[config.mk]
export PLATFORM = sky130hd
export DESIGN_NAME = lcd_instr_unit
export DESIGN_NICKNAME = d
export VERILOG_FILES = /design/src/rtl/lcd_instr_pkg.sv /design/src/rtl/lcd_instr_ctrl.sv /design/src/rtl/lcd_instr_dp.sv /design/src/rtl/lcd_instr_unit.sv
export SDC_FILE = /design/constraint.sdc
export NUM_CORES = 2
export LEC_CHECK = 0
export BUFFER_PORTS_ARGS = -buffer_cell sky130_fd_sc_hd__buf_4
export CORE_ASPECT_RATIO = 1.1
export CORE_MARGIN = 2
export CORE_UTILIZATION = 50
export CTS_CLUSTER_SIZE = 20
export DETAILED_ROUTE_END_ITERATION = 8
export HOLD_SLACK_MARGIN = 0.03
export PLACE_DENSITY = 0.65
export SYNTH_ARGS = -nofsm -noshare
export SYNTH_HDL_FRONTEND = slang
export SYNTH_SLANG_ARGS = --single-unit
export TNS_END_PERCENT = 50
[constraint.sdc]
create_clock -name clk -period 4.9 [get_ports clk]
set_clock_uncertainty 0.15 [all_clocks]
set_input_delay 0.98 -clock clk [delete_from_list [all_inputs] [get_ports clk]]
set_output_delay 0.98 -clock clk [all_outputs]
set_load 0.01 [all_outputs]
[src/rtl/lcd_instr_pkg.sv]
package lcd_instr_pkg;
  typedef enum logic [1:0] {TGT_DD, TGT_CG, TGT_AB} tgt_e;

  typedef struct packed {
    logic clear;
    logic home;
    logic entry;
    logic disp;
    logic shift;
    logic func;
    logic setCg;
    logic setDd;
    logic setAb;
    logic setLine;
    logic ramWr;
    logic ramRd;
    logic statRd;
  } strb_t;

  localparam logic [7:0] BLANK_CODE = 8'h20;
endpackage

[src/rtl/lcd_instr_ctrl.sv]
module lcd_instr_ctrl
  import lcd_instr_pkg::*;
#(
  parameter int SHORT_CYC = 10,
  parameter int LONG_CYC  = 410
) (
  input  logic       clk,
  input  logic       rstN,
  input  logic       strobe,
  input  logic       selA,
  input  logic       selB,
  input  logic       rdNotWr,
  input  logic [7:0] dataIn,
  output strb_t      stb,
  output logic       busy
);
  localparam int CW = $clog2(LONG_CYC + 1);

  logic [CW-1:0] busyCnt;
  logic isCmd, isData, isAux, startOp, longOp;

  assign isCmd  = selA & ~selB;
  assign isData = selA & selB;
  assign isAux  = ~selA & ~selB;

  always_comb begin
    stb = '0;
    if (strobe) begin
      if (isCmd && rdNotWr) begin
        stb.statRd = 1'b1;
      end else if (!busy) begin
        if (isCmd) begin
          casez (dataIn)
            8'b1???????: stb.setDd = 1'b1;
            8'b01??????: stb.setCg = 1'b1;
            8'b001?????: stb.func  = 1'b1;
            8'b0001????: stb.shift = 1'b1;
            8'b00001???: stb.disp  = 1'b1;
            8'b000001??: stb.entry = 1'b1;
            8'b0000001?: stb.home  = 1'b1;
            8'b00000001: stb.clear = 1'b1;
            default: ;
          endcase
        end else if (isData) begin
          stb.ramRd = rdNotWr;
          stb.ramWr = ~rdNotWr;
        end else if (isAux && !rdNotWr) begin
          if (dataIn[7:5] == 3'b011) stb.setAb = 1'b1;
          else if (dataIn[7:1] == 7'b0000001) stb.setLine = 1'b1;
        end
      end
    end
  end

  assign longOp  = stb.clear | stb.home;
  assign startOp = |{stb.clear, stb.home, stb.entry, stb.disp, stb.shift,
                     stb.func, stb.setCg, stb.setDd, stb.setAb, stb.setLine,
                     stb.ramWr, stb.ramRd};

  always_ff @(posedge clk) begin
    if (!rstN) busyCnt <= '0;
    else if (startOp) busyCnt <= longOp ? CW'(LONG_CYC) : CW'(SHORT_CYC);
    else if (busyCnt != '0) busyCnt <= busyCnt - 1'b1;
  end

  assign busy = (busyCnt != '0);
endmodule

[src/rtl/lcd_instr_dp.sv]
module lcd_instr_dp
  import lcd_instr_pkg::*;
#(
  parameter int DD_AW = 7,
  parameter int CG_AW = 6,
  parameter int AB_AW = 5
) (
  input  logic             clk,
  input  logic             rstN,
  input  strb_t            stb,
  input  logic             busy,
  input  logic [7:0]       dataIn,
  output logic [7:0]       dataOut,
  output logic             dispOn,
  output logic             cursorOn,
  output logic             blinkOn,
  output logic             incDir,
  output logic             shiftEn,
  output logic [4:0]       funcBits,
  output logic [DD_AW-1:0] shiftOff,
  output logic             overlayLine
);
  localparam int DD_N = 1 << DD_AW;
  localparam int CG_N = 1 << CG_AW;
  localparam int AB_N = 1 << AB_AW;
  localparam logic [DD_AW-1:0] DD_M = DD_AW'(DD_N - 1);
  localparam logic [DD_AW-1:0] CG_M = DD_AW'(CG_N - 1);
  localparam logic [DD_AW-1:0] AB_M = DD_AW'(AB_N - 1);

  logic [7:0] ddMem [DD_N];
  logic [7:0] cgMem [CG_N];
  logic [7:0] abMem [AB_N];

  logic [DD_AW-1:0] acReg, acMask, acStep;
  tgt_e             tgt;
  logic [7:0]       rdByte;
  logic             dataAcc;

  assign dataAcc = stb.ramWr | stb.ramRd;

  always_comb begin
    case (tgt)
      TGT_CG:  acMask = CG_M;
      TGT_AB:  acMask = AB_M;
      default: acMask = DD_M;
    endcase
  end

  assign acStep = (incDir ? acReg + 1'b1 : acReg - 1'b1) & acMask;

  always_comb begin
    case (tgt)
      TGT_CG:  rdByte = cgMem[acReg[CG_AW-1:0]];
      TGT_AB:  rdByte = abMem[acReg[AB_AW-1:0]];
      default: rdByte = ddMem[acReg];
    endcase
  end

  // control registers and counter
  always_ff @(posedge clk) begin
    if (!rstN) begin
      acReg <= '0; tgt <= TGT_DD; incDir <= 1'b1; shiftEn <= 1'b0;
      dispOn <= 1'b0; cursorOn <= 1'b0; blinkOn <= 1'b0;
      funcBits <= '0; shiftOff <= '0; overlayLine <= 1'b0; dataOut <= '0;
    end else begin
      if (stb.statRd) dataOut <= {busy, 7'(acReg)};
      if (stb.ramRd) dataOut <= rdByte;
      if (stb.clear || stb.home) begin
        acReg <= '0; tgt <= TGT_DD; shiftOff <= '0;
      end
      if (stb.clear) incDir <= 1'b1;
      if (stb.entry) {incDir, shiftEn} <= dataIn[1:0];
      if (stb.disp) {dispOn, cursorOn, blinkOn} <= dataIn[2:0];
      if (stb.func) funcBits <= dataIn[4:0];
      if (stb.setLine) overlayLine <= dataIn[0];
      if (stb.setDd) begin acReg <= dataIn[DD_AW-1:0]; tgt <= TGT_DD; end
      if (stb.setCg) begin acReg <= DD_AW'(dataIn[CG_AW-1:0]); tgt <= TGT_CG; end
      if (stb.setAb) begin acReg <= DD_AW'(dataIn[AB_AW-1:0]); tgt <= TGT_AB; end
      if (stb.shift) begin
        if (dataIn[3]) shiftOff <= dataIn[2] ? shiftOff + 1'b1 : shiftOff - 1'b1;
        else acReg <= (dataIn[2] ? acReg + 1'b1 : acReg - 1'b1) & acMask;
      end
      if (dataAcc) begin
        acReg <= acStep;
        if (shiftEn) shiftOff <= incDir ? shiftOff + 1'b1 : shiftOff - 1'b1;
      end
    end
  end

  // memory arrays
  always_ff @(posedge clk) begin
    if (stb.clear) begin
      for (int i = 0; i < DD_N; i++) ddMem[i] <= BLANK_CODE;
      for (int j = 0; j < AB_N; j++) abMem[j] <= 8'h00;
    end else if (stb.ramWr) begin
      case (tgt)
        TGT_CG:  cgMem[acReg[CG_AW-1:0]] <= dataIn;
        TGT_AB:  abMem[acReg[AB_AW-1:0]] <= dataIn;
        default: ddMem[acReg] <= dataIn;
      endcase
    end
  end
endmodule

[src/rtl/lcd_instr_unit.sv]
module lcd_instr_unit
  import lcd_instr_pkg::*;
#(
  parameter int SHORT_CYC = 10,
  parameter int LONG_CYC  = 410
) (
  input  logic       clk,
  input  logic       rstN,
  input  logic       strobe,
  input  logic       selA,
  input  logic       selB,
  input  logic       rdNotWr,
  input  logic [7:0] dataIn,
  output logic [7:0] dataOut,
  output logic       busy,
  output logic       dispOn,
  output logic       cursorOn,
  output logic       blinkOn,
  output logic       incDir,
  output logic       shiftEn,
  output logic [4:0] funcBits,
  output logic [6:0] shiftOff,
  output logic       overlayLine
);
  strb_t stb;

  lcd_instr_ctrl #(.SHORT_CYC(SHORT_CYC), .LONG_CYC(LONG_CYC)) uCtrl (
    .clk(clk), .rstN(rstN), .strobe(strobe), .selA(selA), .selB(selB),
    .rdNotWr(rdNotWr), .dataIn(dataIn), .stb(stb), .busy(busy)
  );

  lcd_instr_dp #(.DD_AW(7), .CG_AW(6), .AB_AW(5)) uDp (
    .clk(clk), .rstN(rstN), .stb(stb), .busy(busy), .dataIn(dataIn),
    .dataOut(dataOut), .dispOn(dispOn), .cursorOn(cursorOn),
    .blinkOn(blinkOn), .incDir(incDir), .shiftEn(shiftEn),
    .funcBits(funcBits), .shiftOff(shiftOff), .overlayLine(overlayLine)
  );
endmodule

Word level (Yosys, flattened, before mapping). Memory sizes are Yosys's and may differ from the RTL's. A register that Yosys moved wholly into a read port is not among the register bits. Index checks and enable logic that the tools add are counted.

Bits in registers: 44. Latch bits: 0. Bits in writable memories: 1792. ROM bits: 0. Input bits: 14. Output and inout port bits: 27. Word-level logic and storage cells: 128. Memories kept: 3.

$add $sub $neg: 5. $mul: 0. Divide/modulo/power cells: 0. $lt $le $gt $ge: 0. Equality and inequality tests: 10. Shift operators: 0. Multiplexer cells: 71. Bitwise operators: 11. Reductions and logical operators: 15.

Memory list: uDp.ddMem (words 128, width 8, rd ports 1, clocked after Yosys merged registers in 1, write ports 128, RTL line lcd_instr_dp.sv:30) `logic [7:0] ddMem [DD_N];`; uDp.cgMem (words 64, width 8, rd ports 1, clocked after Yosys merged registers in 1, write ports 1, RTL line lcd_instr_dp.sv:31) `logic [7:0] cgMem [CG_N];`; uDp.abMem (words 32, width 8, rd ports 1, clocked after Yosys merged registers in 1, write ports 32, RTL line lcd_instr_dp.sv:32) `logic [7:0] abMem [AB_N];`.

Operator list (number): two-way mux 7 bit (18); two-way mux 8 bit (5); two-way mux 1 bit (29); two-way mux 9 bit (3); two-way mux 12 bit (2); one-hot mux 8 bit (2 select lines) (1); OR reduction 8 bit (2); adder 7 x 1 -> 7 bit (second input constant) (2); bitwise AND 7 bit (2); two-way mux 2 bit (7); one-hot mux 7 bit (2 select lines) (1); subtractor 7 x 1 -> 7 bit (second input constant) (2); two-way mux 13 bit (1); OR reduction 12 bit (1); two-way mux 5 bit (2); nonzero test 9 bit (1); subtractor 9 x 1 -> 9 bit (second input constant) (1); == test 8 x 1 -> 1 bit (second input constant) (1); == test 7 x 1 -> 1 bit (second input constant) (1); == test 6 x 1 -> 1 bit (second input constant) (1); two-way mux 6 bit (1); nonzero test 2 bit (3); == test 5 x 1 -> 1 bit (second input constant) (1); == test 2 x 1 -> 1 bit (second input constant) (2); 14 further kinds (22).

Depth between registers and ports, before layout.
Depth in word-level cells: 18. Depth in mapped cells: 13. Gate-level depth less buffers: 10.

Cells and area by module. From an unflattened synthesis, not the netlist that was laid out.

Cells, all modules: 6018. Area, all modules: 82621.7 um^2.

Modules (own cells, without submodules): lcd_instr_dp (times used 1, cells each 5929, area each 81864.8 um^2, sequential area each 54512.3 um^2); lcd_instr_ctrl (times used 1, cells each 89, area each 757.0 um^2, sequential area each 180.2 um^2).

Worst setup path after synthesis. No wires, ideal clock.

Path kind: input -> register. Start: input selB. End: memory uDp.ddMem[22][0], enable pin. Setup time: 384 ps. Arrival: 3287 ps. Data required time: 4366 ps. Slack: 1079 ps. Stages on the path: 9. Buffers on the path: 3. Cells stage by stage: clkbuf_1 -> nand3_1 -> or3_1 -> buf_2 -> or3_4 -> nor2_4 -> nand3_2 -> buf_2 -> o21ai_0.

RTL lines: start: declaration (RTL line lcd_instr_unit.sv:11) `input logic selB,`; end: declaration (RTL line lcd_instr_dp.sv:30).

==> results.toml <==
[status]
outcome = "complete, no violations"

[clocking]
clock_insertion_delay_worst_skew_ns = 0.86
clk_pin_slew_ns = 0.06
clock-root-buffer = "sky130_fd_sc_hd__clkbuf_16"
postCtsHoldBufs = 0
clock_path_buffers = 3
clock_tree.htree_level_count = 4
tritoncts = "yes"
ctsResizeCount = 0
cts_post_setup_buffers_inserted = 0
cts_inserted_buffers = 184
cts_num_sinks = 1836

[setup_path]
timing.critical_path.arrival_ns = 5.29
timing.critical_path.slowest_stage_cell = "sky130_fd_sc_hd__nor2b_4"
timing.critical_path.cells = "nor2b_4 > buf_4 > a221oi_1 > o221ai_1 > o21ai_0 > o21ai_0 > a2111oi_1 > buf_4 > a311oi_1"
critical_path_peak_fanout = 34
timing.critical_path.slowest_cell_delay_ns = 1.18
kind_of_start_point_of_the_critical_path = "flop"
start_to_end_type_of_the_worst_setup_path = "reg2reg"
crit_required_ns = 5.50
worst_setup_path_end_kind = "flop"

[final_layout]
nFillCells = 12900
multi_input_area_um2 = 25300
stdcell_area_um2 = 91400
layout_commonest_cell = "sky130_fd_sc_hd__edfxtp_1"
flow.area_growth_from_synthesis_pct = 11.5
postLayoutCoreUtil = 0.563
drive_above_1_share = 0.153
finish.net_count = 6002
layout_common_cells = "sky130_fd_sc_hd__edfxtp_1, sky130_fd_sc_hd__and2_1, sky130_fd_sc_hd__nor2_1, sky130_fd_sc_hd__nand2_1, sky130_fd_sc_hd__buf_4"
ff_latch_area_um2 = 54700
post_layout_nonfiller_instances = 8246

[power_and_ir_drop]
power.switching_uw = 9780
leakage_uw = 0.0327
seq_power_share = 0.481
pwr_density_cell_nw_per_um2 = 393
clock_power_share = 0.387
p_sw_frac = 0.272
p_int_uw = 26100
part_of_the_total_power_dissipated_in_combinational_logic = 0.133
worst_ir_drop_on_vdd_mv = 0.440

[die]
core_area_um2 = 163000
standard_cell_row_count = 155
die_h_um = 429
top_level_ports = 41
floorplan.initialDensity = 0.505
die_width_um = 390
fp.dieArea_um2 = 167000

[timing]
hold_violations = 0
min_period_over_period = 0.959
fin_setup_tns_ns = 0
fmax_mhz = 213
final-max-slew-violation-count = 0
final.min_clock_period_ns = 4.70
timing.final.setup_violations = 0
least_margin_pin_slew_ns = 1.40
timing.slew.headroom = 0.0633
fin_hold_ws_ns = 0.305
unrepaired_setup_endpoints_after_global_routing = "no"

[global_routing]
grt_start_max_net_pins = 138
grt_pass1_vias = 52500
globalRouteOverflowTotal = 0
grt_first_pass_wirelength_um = 383000
groute.usage.overall = 0.319
antenna_found_initial = 11

[synthesis]
ys_warn_count = 0
synth-seq-area-share = 0.667
cell_area_after_synthesis_um2 = 82000
postSynthNetCount = 6009
synthCells = 5983
postSynth.asyncResetShare = 0
synth_cell_types = 84
post_synthesis_mean_instance_area_um2 = 13.7
yosys_register_bits = 1836
synth_edf_count = 1792
synthFlopType = "sky130_fd_sc_hd__edfxtp_1"

[place]
post-dp-hpwl_um = 168000
place_inst = 7909
io_buffers = 40
routabilityCongestion = 0.933
post_dp_cell_area_um2 = 85600

[drt]
routed_wirelength_um = 271000
routed_via_density = 6.60
drt_first_pass_iters = 8
postRouteAntennaNets = 0
wl_per_cell_um = 32.8
detailedRoute.firstIterationViolations = 7843
num_vias = 54400
drc = 0

[flow_run]
drv_cap = 0

[hold_path]
holdCritPathClass = "in2reg"
## synth_stat cells, types with 9 or more instances
cell | count | area, um^2
sky130_fd_sc_hd__ha_1 | 12 | 150
sky130_fd_sc_hd__mux2_2 | 197 | 2220
sky130_fd_sc_hd__a211oi_1 | 22 | 165
sky130_fd_sc_hd__nor4_1 | 29 | 181
sky130_fd_sc_hd__a22o_1 | 23 | 201
sky130_fd_sc_hd__mux4_2 | 87 | 1960
sky130_fd_sc_hd__nand2b_1 | 13 | 81.3
sky130_fd_sc_hd__o22ai_1 | 36 | 225
sky130_fd_sc_hd__o2111ai_1 | 13 | 114
sky130_fd_sc_hd__o2bb2ai_1 | 30 | 263
sky130_fd_sc_hd__nand4_1 | 22 | 138
sky130_fd_sc_hd__a221o_1 | 68 | 681
sky130_fd_sc_hd__mux2i_1 | 160 | 1600
sky130_fd_sc_hd__buf_1 | 51 | 191
sky130_fd_sc_hd__buf_2 | 80 | 400
sky130_fd_sc_hd__a31oi_1 | 22 | 138
sky130_fd_sc_hd__a22oi_1 | 159 | 1190
sky130_fd_sc_hd__or2_2 | 22 | 138
sky130_fd_sc_hd__nor2_1 | 325 | 1220
sky130_fd_sc_hd__clkbuf_1 | 375 | 1410
sky130_fd_sc_hd__nor2_4 | 9 | 101
sky130_fd_sc_hd__a21oi_1 | 138 | 691
sky130_fd_sc_hd__nor3_1 | 43 | 215
sky130_fd_sc_hd__a311oi_1 | 11 | 96.3
sky130_fd_sc_hd__nand2_1 | 299 | 1120
sky130_fd_sc_hd__o221ai_1 | 16 | 140
sky130_fd_sc_hd__nand3_1 | 48 | 240
sky130_fd_sc_hd__a221oi_1 | 194 | 1700
sky130_fd_sc_hd__and3_1 | 15 | 93.8
sky130_fd_sc_hd__inv_1 | 17 | 63.8
sky130_fd_sc_hd__nor2b_1 | 11 | 68.8
sky130_fd_sc_hd__dfxtp_1 | 44 | 881
sky130_fd_sc_hd__o21ai_0 | 270 | 1350
sky130_fd_sc_hd__o211ai_1 | 34 | 255
sky130_fd_sc_hd__and2_1 | 1133 | 7090
sky130_fd_sc_hd__edfxtp_1 | 1792 | 53800
## power groups by stage
stage | combinational [uW] | clock [uW] | sequential [uW]
after floorplan | 2350 | 0 | 17500
after global placement | 4570 | 0 | 17600
after detailed placement | 4580 | 0 | 17600
after CTS | 4600 | 13900 | 17300
after global routing | 4800 | 14500 | 17300
final | 4760 | 13900 | 17300
## logic make-up (layout without fill, tap and decap cells)
kind of cell             Yosys count  after routing  synth area share
adder cells (fa/ha/maj)           12             12           0.00183
AO/OA/AOI/OAI                   1121           1121            0.0975
AND/OR/NAND/NOR                 2029           2029             0.136
XOR/XNOR                           9              9          0.000961
flip-flops                      1836           1836             0.667
other                              0              4                 0
buffers and inverters            532            672            0.0258
multiplexers                     444            444            0.0705
## worst paths after layout
check                  startpoint          endpoint  slack [ns]  cells after the start
setup / recovery     uDp.acReg[0]    uDp.dataOut[5]        0.20                      9
hold / removal          dataIn[6]  uDp.cgMem[53][6]        0.30                      1
setup reg to reg     uDp.acReg[0]    uDp.dataOut[5]        0.20                      9
hold reg to reg   uDp.funcBits[2]   uDp.funcBits[2]        0.35                      2
## metal layers
metal	wire length (um)	GRT usage	vias up
li1	-	-	22600
met1	101000	0.422	27300
met2	124000	0.492	3735
met3	29300	0.0692	714
met4	16400	0.172	12
met5	71	0	-
## flip-flops by register name, indices dropped and copies added, names as in the netlist, 5 cells and up
signal and count:
uDp.shiftOff 7, uCtrl.busyCnt 9, uDp.acReg 7, uDp.ddMem 1024
uDp.funcBits 5, uDp.abMem 256, uDp.cgMem 512, uDp.dataOut 8
## area by class of cell
cell class | count | area share
tap | 2119 | 0.0290
multi-input combinational | 3615 | 0.277
inverter | 22 | 0.00107
clock inverter | 98 | 0.0101
sequential | 1836 | 0.598
antenna | 4 | 0.000109
timing repair buffer | 317 | 0.0306
clock buffer | 235 | 0.0538
## critical path, delay by kind of cell, from the launching register on
kind | cells | cell delay, ns
buffers and inverters | 2 | 0.66
and+or+nand+nor | 1 | 1.18
DFF | 1 | 0.82
AOI/OAI and AO/OA | 6 | 1.78
## stage by stage
step                total power, uW  setup slack, ns
global route                  36600            0.369
global placement              22100           -0.546
CTS                           35800            0.451
finish                        35900            0.203
detailed placement            22200            0.426
floorplan                     19800             1.08
Note: power is estimated with default switching activity, not from simulation.
